File: src/rtl/prom_rdr_pkg.sv
package prom_rdr_pkg;
  typedef enum logic [1:0] {
    ST_HUNT = 2'd0,
    ST_FILL = 2'd1,
    ST_HOLD = 2'd2
  } rdr_state_t;
endpackage

File: src/rtl/prom_sclk_gen.sv
module prom_sclk_gen #(
  parameter int PH_W = 2
) (
  input  logic clk,
  input  logic rst,
  input  logic run,
  output logic sclk,
  output logic bit_stb
);
  localparam int RISE_I = (1 << (PH_W - 1)) - 1;
  localparam logic [PH_W-1:0] PH_RISE = PH_W'(RISE_I);
  localparam logic [PH_W-1:0] PH_LAST = '1;

  logic [PH_W-1:0] ph;
  logic            sclk_q;
  logic            active;

  // keep going until the current serial period is complete
  assign active  = run || (ph != '0);
  assign bit_stb = run && (ph == PH_RISE);
  assign sclk    = sclk_q;

  always_ff @(posedge clk) begin
    if (rst) begin
      ph     <= '0;
      sclk_q <= 1'b0;
    end else if (active) begin
      ph <= ph + 1'b1;
      if (ph == PH_RISE)
        sclk_q <= 1'b1;
      else if (ph == PH_LAST)
        sclk_q <= 1'b0;
    end
  end
endmodule

File: src/rtl/prom_sync_hunt.sv
module prom_sync_hunt #(
  parameter int PAT_W = 32
) (
  input  logic             clk,
  input  logic             rst,
  input  logic             clear,
  input  logic             shift_en,
  input  logic             sdin,
  input  logic [PAT_W-1:0] pattern,
  output logic             hit
);
  logic [PAT_W-1:0] win;
  logic [PAT_W-1:0] win_nxt;
  logic [PAT_W-1:0] bit_eq;

  assign win_nxt = {win[PAT_W-2:0], sdin};

  for (genvar g = 0; g < PAT_W; g++) begin : g_cmp
    assign bit_eq[g] = ~(win_nxt[g] ^ pattern[g]);
  end

  assign hit = shift_en && (&bit_eq);

  always_ff @(posedge clk) begin
    if (rst || clear)
      win <= '0;
    else if (shift_en)
      win <= win_nxt;
  end
endmodule

File: src/rtl/prom_byte_ctrl.sv
module prom_byte_ctrl
  import prom_rdr_pkg::*;
#(
  parameter int BYTE_W = 8
) (
  input  logic              clk,
  input  logic              rst,
  input  logic              bit_stb,
  input  logic              sdin,
  input  logic              hit,
  input  logic              rd_n,
  input  logic              resync_n,
  output logic              run,
  output logic              hunt_en,
  output logic              hunt_clr,
  output logic              sync_n,
  output logic              rdy_n,
  output logic [BYTE_W-1:0] byte_out
);
  localparam int CNT_W = $clog2(BYTE_W);
  localparam logic [CNT_W-1:0] CNT_LAST = CNT_W'(BYTE_W - 1);

  rdr_state_t       st;
  logic [CNT_W-1:0] bcnt;
  logic [BYTE_W-1:0] bsh;
  logic [BYTE_W-1:0] byte_q;
  logic              sync_q;
  logic              rdy_q;

  assign run      = (st != ST_HOLD);
  assign hunt_en  = (st == ST_HUNT) && bit_stb && resync_n;
  assign hunt_clr = ~resync_n;
  assign sync_n   = sync_q;
  assign rdy_n    = rdy_q;
  assign byte_out = byte_q;

  always_ff @(posedge clk) begin
    if (rst) begin
      st     <= ST_HUNT;
      bcnt   <= '0;
      bsh    <= '0;
      byte_q <= '0;
      sync_q <= 1'b1;
      rdy_q  <= 1'b1;
    end else begin
      sync_q <= 1'b1;
      rdy_q  <= 1'b1;
      if (!resync_n) begin
        st   <= ST_HUNT;
        bcnt <= '0;
      end else begin
        case (st)
          ST_HUNT: begin
            if (hit) begin
              st     <= ST_FILL;
              bcnt   <= '0;
              sync_q <= 1'b0;
            end
          end
          ST_FILL: begin
            if (bit_stb) begin
              bsh  <= {bsh[BYTE_W-2:0], sdin};
              bcnt <= bcnt + 1'b1;
              if (bcnt == CNT_LAST) begin
                byte_q <= {bsh[BYTE_W-2:0], sdin};
                rdy_q  <= 1'b0;
                st     <= ST_HOLD;
              end
            end
          end
          ST_HOLD: begin
            if (!rd_n) begin
              st   <= ST_FILL;
              bcnt <= '0;
            end
          end
          default: st <= ST_HUNT;
        endcase
      end
    end
  end
endmodule

File: src/rtl/serial_prom_reader.sv
module serial_prom_reader #(
  parameter int SYNC_LOG2 = 5,
  parameter int CLK_MHZ   = 50
) (
  input  logic                      clk,
  input  logic                      rst,
  input  logic                      rd_n,
  input  logic                      resync_n,
  input  logic                      sdin,
  input  logic [(1<<SYNC_LOG2)-1:0] sync_word,
  output logic                      sclk,
  output logic                      sync_n,
  output logic                      rdy_n,
  output logic                      prom_rst,
  output logic [7:0]                byte_out
);
  localparam int PAT_W  = 1 << SYNC_LOG2;
  // divide by 4 at ordinary rates, by 8 on fast system clocks
  localparam int PH_W   = (CLK_MHZ > 100) ? 3 : 2;
  localparam int BYTE_W = 8;

  logic run, bit_stb, hunt_en, hunt_clr, hit;
  logic prom_rst_q;

  always_ff @(posedge clk) begin
    prom_rst_q <= rst;
  end
  assign prom_rst = prom_rst_q;

  prom_sclk_gen #(.PH_W(PH_W)) u_clk (
    .clk     (clk),
    .rst     (rst),
    .run     (run),
    .sclk    (sclk),
    .bit_stb (bit_stb)
  );

  prom_sync_hunt #(.PAT_W(PAT_W)) u_hunt (
    .clk      (clk),
    .rst      (rst),
    .clear    (hunt_clr),
    .shift_en (hunt_en),
    .sdin     (sdin),
    .pattern  (sync_word),
    .hit      (hit)
  );

  prom_byte_ctrl #(.BYTE_W(BYTE_W)) u_ctrl (
    .clk      (clk),
    .rst      (rst),
    .bit_stb  (bit_stb),
    .sdin     (sdin),
    .hit      (hit),
    .rd_n     (rd_n),
    .resync_n (resync_n),
    .run      (run),
    .hunt_en  (hunt_en),
    .hunt_clr (hunt_clr),
    .sync_n   (sync_n),
    .rdy_n    (rdy_n),
    .byte_out (byte_out)
  );
endmodule

File: config.mk
export PLATFORM = sky130hd
export DESIGN_NAME = serial_prom_reader
export DESIGN_NICKNAME = d
export VERILOG_FILES = /design/src/rtl/prom_rdr_pkg.sv /design/src/rtl/prom_sclk_gen.sv /design/src/rtl/prom_sync_hunt.sv /design/src/rtl/prom_byte_ctrl.sv /design/src/rtl/serial_prom_reader.sv
export SDC_FILE = /design/constraint.sdc
export NUM_CORES = 1
export LEC_CHECK = 0
export BUFFER_PORTS_ARGS = -buffer_cell sky130_fd_sc_hd__buf_2
export CAP_MARGIN = 0
export CORE_MARGIN = 4
export CORE_UTILIZATION = 55
export DETAILED_ROUTE_END_ITERATION = 12
export GPL_TIMING_DRIVEN = 0
export HOLD_SLACK_MARGIN = 0.12
export PLACE_DENSITY = 0.85
export SLEW_MARGIN = 20
export SYNTH_ARGS = -nofsm -noshare
export SYNTH_HDL_FRONTEND = slang
export SYNTH_SLANG_ARGS = --single-unit
File: constraint.sdc
create_clock -name clk -period 2.6 [get_ports clk]
set_input_delay 0.26 -clock clk [delete_from_list [all_inputs] [get_ports clk]]
set_output_delay 0.26 -clock clk [all_outputs]
set_load 0.01 [all_outputs]
Word level (Yosys, flattened, before mapping)
Index checks and enable logic that the tools add are counted.
- output and inout bits: 12
- register bits: 57
- logic and storage cells: 122
- bits of input ports: 37
- reduce and logical (&&, ||, !) cells: 19
- mux-type cells: 13
- equal/unequal tests: 10
- add/subtract/negate cells: 2
- bitwise operators: 68
- operator list (kind ; count):
    inverter 1 bit ; 36
    AND reduction 32 bit ; 1
    XOR 1 bit ; 32
    AND reduction 4 bit ; 3
    two-way mux 3 bit ; 3
    case mux 3 bit (3 select lines) ; 1
    two-way mux 2 bit ; 4
    != test 2 bit, second input constant ; 3
    case mux 2 bit (3 select lines) ; 1
    == test 2 x 1 -> 1 bit, second input constant ; 2
    == test 2 bit, second input constant ; 2
    logical AND 1 bit ; 4
    two-way mux 1 bit ; 4
    != test 2 x 1 -> 1 bit, second input constant ; 2
    nonzero test 2 bit ; 2
    OR reduction 4 bit ; 1
    adder 3 x 1 -> 3 bit, second input constant ; 1
    == test 3 bit, second input constant ; 1
    AND reduction 3 bit ; 1
    nonzero test 3 bit ; 1
    OR reduction 3 bit ; 1
    adder 2 x 1 -> 2 bit, second input constant ; 1
    zero test 2 bit ; 1
    logical OR 1 bit ; 2
    other kinds (2) ; 2

Depth between registers and ports, before layout
- depth after elaboration: 7
- depth in mapped cells: 9

Cells and area by module
From an unflattened synthesis, not the netlist that was laid out.
- cells, all modules: 267
- area total of the unflattened synthesis: 2557.5 um^2
- modules (own cells, without submodules) (module ; times used ; seq. area each (um^2) ; cells each ; area an instance (um^2)):
    prom_sync_hunt ; 1 ; 620.6 ; 146 ; 1451.4
    prom_byte_ctrl ; 1 ; 440.4 ; 101 ; 903.4
    prom_sclk_gen ; 1 ; 60.1 ; 19 ; 182.7
    serial_prom_reader ; 1 ; 20.0 ; 1 ; 20.0

Worst setup path before layout
OpenSTA, ideal clock, no wires.
- path type: register -> register
- start: reg u_ctrl.st[0]
- end: reg u_ctrl.st[1]
- cell stages (with the launch flop): 10
- slack: 0.703 ns
- clock period less this slack: 1.897 ns
- library setup time: 0.117 ns
- arrival: 1.779 ns
- path buffers: 1
- cells stage by stage: dfxtp_1 inv_1 ha_1 nor2b_4 and3_1 buf_2 nand2_2 o31ai_4 nand2_1 a32o_1
- word-level cells in the longest chain between the ends: 7
- elaborated cells between the ends (all ways): 14
- ends and longest elaborated chain (item ; line ; text):
    start: declaration ; prom_byte_ctrl.sv:23 ; rdr_state_t st;
    start signal: assignment ; prom_byte_ctrl.sv:39 ; st <= ST_HUNT;
    start signal: assignment ; prom_byte_ctrl.sv:49 ; st <= ST_HUNT;
    start signal: assignment ; prom_byte_ctrl.sv:55 ; st <= ST_FILL;
    != test 2 bit ; prom_byte_ctrl.sv:30 ; assign run = (st != ST_HOLD);
    logical AND 1 bit ; prom_sclk_gen.sv:20 ; assign bit_stb = run && (ph == PH_RISE);
    logical AND 1 bit (2 in a row) ; prom_byte_ctrl.sv:31 ; assign hunt_en = (st == ST_HUNT) && bit_stb && resync_n;
    logical AND 1 bit ; prom_sync_hunt.sv:22 ; assign hit = shift_en && (&bit_eq);
    != test 2 bit (no source line) ; n/a ;
    AND reduction 4 bit (no source line) ; n/a ;
Several ways; a longest one is shown, not always the timed one.
A chain may end at the register's enable or synchronous reset.

Worst setup path after layout
Same ends and word-level chain as after synthesis.

==> insert_results.sql <==
INSERT INTO impl_metrics (metric_group, metric, value, unit) VALUES
('logic_synthesis', 'synthCells', '311', ''),
('placed_design', 'place.gp.congestion', '0.804', ''),
('sta', 'final_setup_vio_count', '0', ''),
('floorplanning', 'die_height', '76.8', 'um'),
('clock_network', 'path_clk_slew', '0.07', 'ns'),
('sta', 'timing.setup.tns', '0', 'ns'),
('placed_design', 'placedInstanceArea', '2910', 'um2'),
('pwr', 'power.leakage', '1.26', 'nW'),
('logic_synthesis', 'most_area_consuming_cells_after_synthesis', 'sky130_fd_sc_hd__dfxtp_1, sky130_fd_sc_hd__nand2_1, sky130_fd_sc_hd__xor2_1, sky130_fd_sc_hd__a21oi_1, sky130_fd_sc_hd__ha_1', ''),
('sta', 'fmax', '461', 'MHz'),
('pwr', 'highest_ir_drop_seen_on_vdd', '0.570', 'mV'),
('clock_network', 'cts_buffers', '9', ''),
('logic_synthesis', 'synth_area_per_cell', '8.36', 'um2'),
('clock_network', 'clock_tree_from_tritoncts', 'built', ''),
('logic_synthesis', 'netlist.area_leader.share', '0.439', ''),
('global_route', 'wire_length_of_the_first_global_routing_pass', '9540', 'um'),
('layout', 'post_layout_nonfiller_instances', '428', ''),
('floorplanning', 'die-area', '5890', 'um2'),
('routing', 'antenna_violating_nets_post_route', '0', ''),
('floorplanning', 'rows', '24', ''),
('setup_path', 'crit_path_end', 'u_ctrl.st[1]', ''),
('setup_path', 'timing.critical_path.fanout_max', '6', ''),
('routing', 'drt-pass1-iter-count', '4', ''),
('setup_path', 'critical_path_arrival', '2.41', 'ns'),
('layout', 'num-fill-cells', '364', ''),
('flow_run', 'cap_violations', '0', ''),
('clock_network', 'cts_post_setup_buffers_inserted', '0', ''),
('logic_synthesis', 'postSynthRegisterBits', '57', ''),
('setup_path', 'crit_path_start_kind', 'flip-flop', ''),
('setup_path', 'reg2reg_from', 'u_ctrl.st[0]', ''),
('setup_path', 'worstPathRequired', '2.84', 'ns'),
('clock_network', 'cts.path.max_buffers', '2', ''),
('routing', 'detail_route.wirelength', '5660', 'um'),
('outcome', 'run_status', 'finished clean', ''),
('logic_synthesis', 'count_of_flip_flops_with_a_built_in_enable_after_synthesis', '0', ''),
('setup_path', 'r2r_end', 'u_ctrl.st[1]', ''),
('sta', 'final_min_period_over_clock_period', '0.834', ''),
('logic_synthesis', 'biggest_area_consumer_among_synthesized_cells', 'sky130_fd_sc_hd__dfxtp_1', ''),
('clock_network', 'numClockSinks', '57', ''),
('sta', 'maxSlewViolCount', '0', ''),
('routing', 'initialDrtViolationCount', '91', ''),
('setup_path', 'timing.reg2reg.setup_slack', '0.43', 'ns'),
('hold_path', 'min_path_type', 'in2reg', ''),
('floorplanning', 'die_width', '76.8', 'um'),
('routing', 'drc', '0', ''),
('hold_path', 'worst_hold_path.num_cells', '3', ''),
('routing', 'avgViaCountPerCell', '5.31', ''),
('sta', 'worst_slew_margin_rel', '0.708', ''),
('logic_synthesis', 'synth_async_sr_flop_share', '0', ''),
('logic_synthesis', 'synth_seq_area_share', '0.439', ''),
('floorplanning', 'floorplan.io_pins', '49', ''),
('pwr', 'power-per-cell-area', '656', 'nW/um2'),
('layout', 'finish.instance_area', '3180', 'um2'),
('clock_network', 'ctsRootBufferMaster', 'sky130_fd_sc_hd__clkbuf_8', ''),
('logic_synthesis', 'synth-warning-count', '0', ''),
('sta', 'grt_setup_unrepaired', 'false', ''),
('sta', 'final.hold.worst_slack', '0.218', 'ns'),
('placed_design', 'portBuffers', '48', ''),
('layout', 'antenna_cells_inserted', '0', ''),
('logic_synthesis', 'post-synth-top-count-cell', 'sky130_fd_sc_hd__nand2_1', ''),
('layout', 'final_nets', '417', ''),
('sta', 'max_slew.worst_pin.slew', '0.438', 'ns'),
('logic_synthesis', 'synth_top_flop_cell', 'sky130_fd_sc_hd__dfxtp_1', ''),
('clock_network', 'clock_tree.htree_level_count', '3', ''),
('setup_path', 'cp-startpoint', 'u_ctrl.st[0]', ''),
('placed_design', 'detailedPlacementHpwl', '4140', 'um'),
('layout', 'area_delta_synth_final', '22.2', '%'),
('global_route', 'first_global_vias', '2200', ''),
('global_route', 'antenna_found_initial', '0', ''),
('floorplanning', 'core_area', '4470', 'um2'),
('routing', 'wire_per_inst', '13.2', 'um');
## critical path: stages (launching register included)
cell                      delay, ns
sky130_fd_sc_hd__dfxtp_1       0.37
sky130_fd_sc_hd__inv_1         0.09
sky130_fd_sc_hd__ha_1          0.29
sky130_fd_sc_hd__nor2b_4       0.20
sky130_fd_sc_hd__and3_1        0.17
sky130_fd_sc_hd__buf_2         0.16
sky130_fd_sc_hd__nand2_2       0.09
sky130_fd_sc_hd__o31ai_4       0.33
sky130_fd_sc_hd__nand2_1       0.09
sky130_fd_sc_hd__a32o_1        0.27
## cell families after synthesis
group	after synthesis	synth area share
adder cells (fa/ha/maj)	9	0.0433
AND/OR/NAND/NOR	132	0.244
XOR/XNOR	33	0.111
buffers and inverters	23	0.0342
multiplexers	2	0.00770
AO/OA/AOI/OAI	55	0.121
flip-flops	57	0.439
## where the power goes
part | switching (mW) | total [mW] | internal, mW | leakage, nW
clock network | 0.363 | 1.08 | 0.715 | 0.129
logic | 0.0761 | 0.126 | 0.0501 | 0.668
registers | 0.00350 | 0.882 | 0.879 | 0.460
## worst min path at each step
stage               startpoint            end  slack (ns)
global route              sdin  u_ctrl.bsh[0]        0.23
finish                    sdin  u_ctrl.bsh[0]        0.22
detailed placement         rst       prom_rst        0.39
global placement           rst       prom_rst        0.39
floorplan                  rst       prom_rst        0.29
CTS                       sdin  u_ctrl.bsh[0]        0.20
## final cells by class
cell class / count / area (um2) / share of cell area
inverters: 6 / 22.5 / 0.00709
repair buffers: 49 / 250 / 0.0787
well taps: 52 / 65.1 / 0.0205
clock buffers: 12 / 165 / 0.0520
clock inverters: 4 / 97.6 / 0.0307
flip-flops and latches: 57 / 1140 / 0.359
multi-input cells: 231 / 1370 / 0.431
plain buffers: 17 / 66.3 / 0.0209
## cell usage in the layout, fill, tap and decap left out, types with 6 or more instances in the layout
| master | synthesis | final |
|---|---|---|
| sky130_fd_sc_hd__clkbuf_8 | 0 | 12 |
| sky130_fd_sc_hd__a21oi_1 | 47 | 47 |
| sky130_fd_sc_hd__xor2_1 | 32 | 32 |
| sky130_fd_sc_hd__buf_2 | 2 | 50 |
| sky130_fd_sc_hd__nand3_1 | 13 | 13 |
| sky130_fd_sc_hd__nand2_1 | 93 | 93 |
| sky130_fd_sc_hd__inv_1 | 6 | 6 |
| sky130_fd_sc_hd__clkbuf_1 | 11 | 11 |
| sky130_fd_sc_hd__dfxtp_1 | 57 | 57 |
| sky130_fd_sc_hd__nor4_2 | 6 | 6 |
| sky130_fd_sc_hd__ha_1 | 9 | 9 |
## per-layer routing
metal,vias up,wire length (um),global-route usage
met5,-,0,0
met4,0,129,0.0761
met3,15,400,0.0831
met2,68,2830,0.351
met1,1040,2300,0.225
li1,1149,-,-
## stage by stage
| step | util | worst slack [ns] |
|---|---|---|
| after global placement | 0.649 | 0.535 |
| after global routing | 0.710 | 0.307 |
| after detailed placement | 0.649 | 0.462 |
| after floorplan | - | 0.703 |
| after CTS | 0.710 | 0.430 |
| final | 0.710 | 0.432 |
## timing repair
action,in CTS,in global routing
hold buffers,1,0
endpoints found under the hold margin,1,0
gates resized for setup,0,0
## state kept, by name, indices dropped and copies added (netlist names)
signal	flops
u_ctrl.bsh	7
u_ctrl.rdy_n	1
u_clk.ph	2
u_ctrl.bcnt	3
u_ctrl.sync_n	1
u_hunt.win	31
u_ctrl.byte_out	8
prom_rst	1
u_clk.sclk	1
u_ctrl.st	2
(Power assumes the default switching activity.)
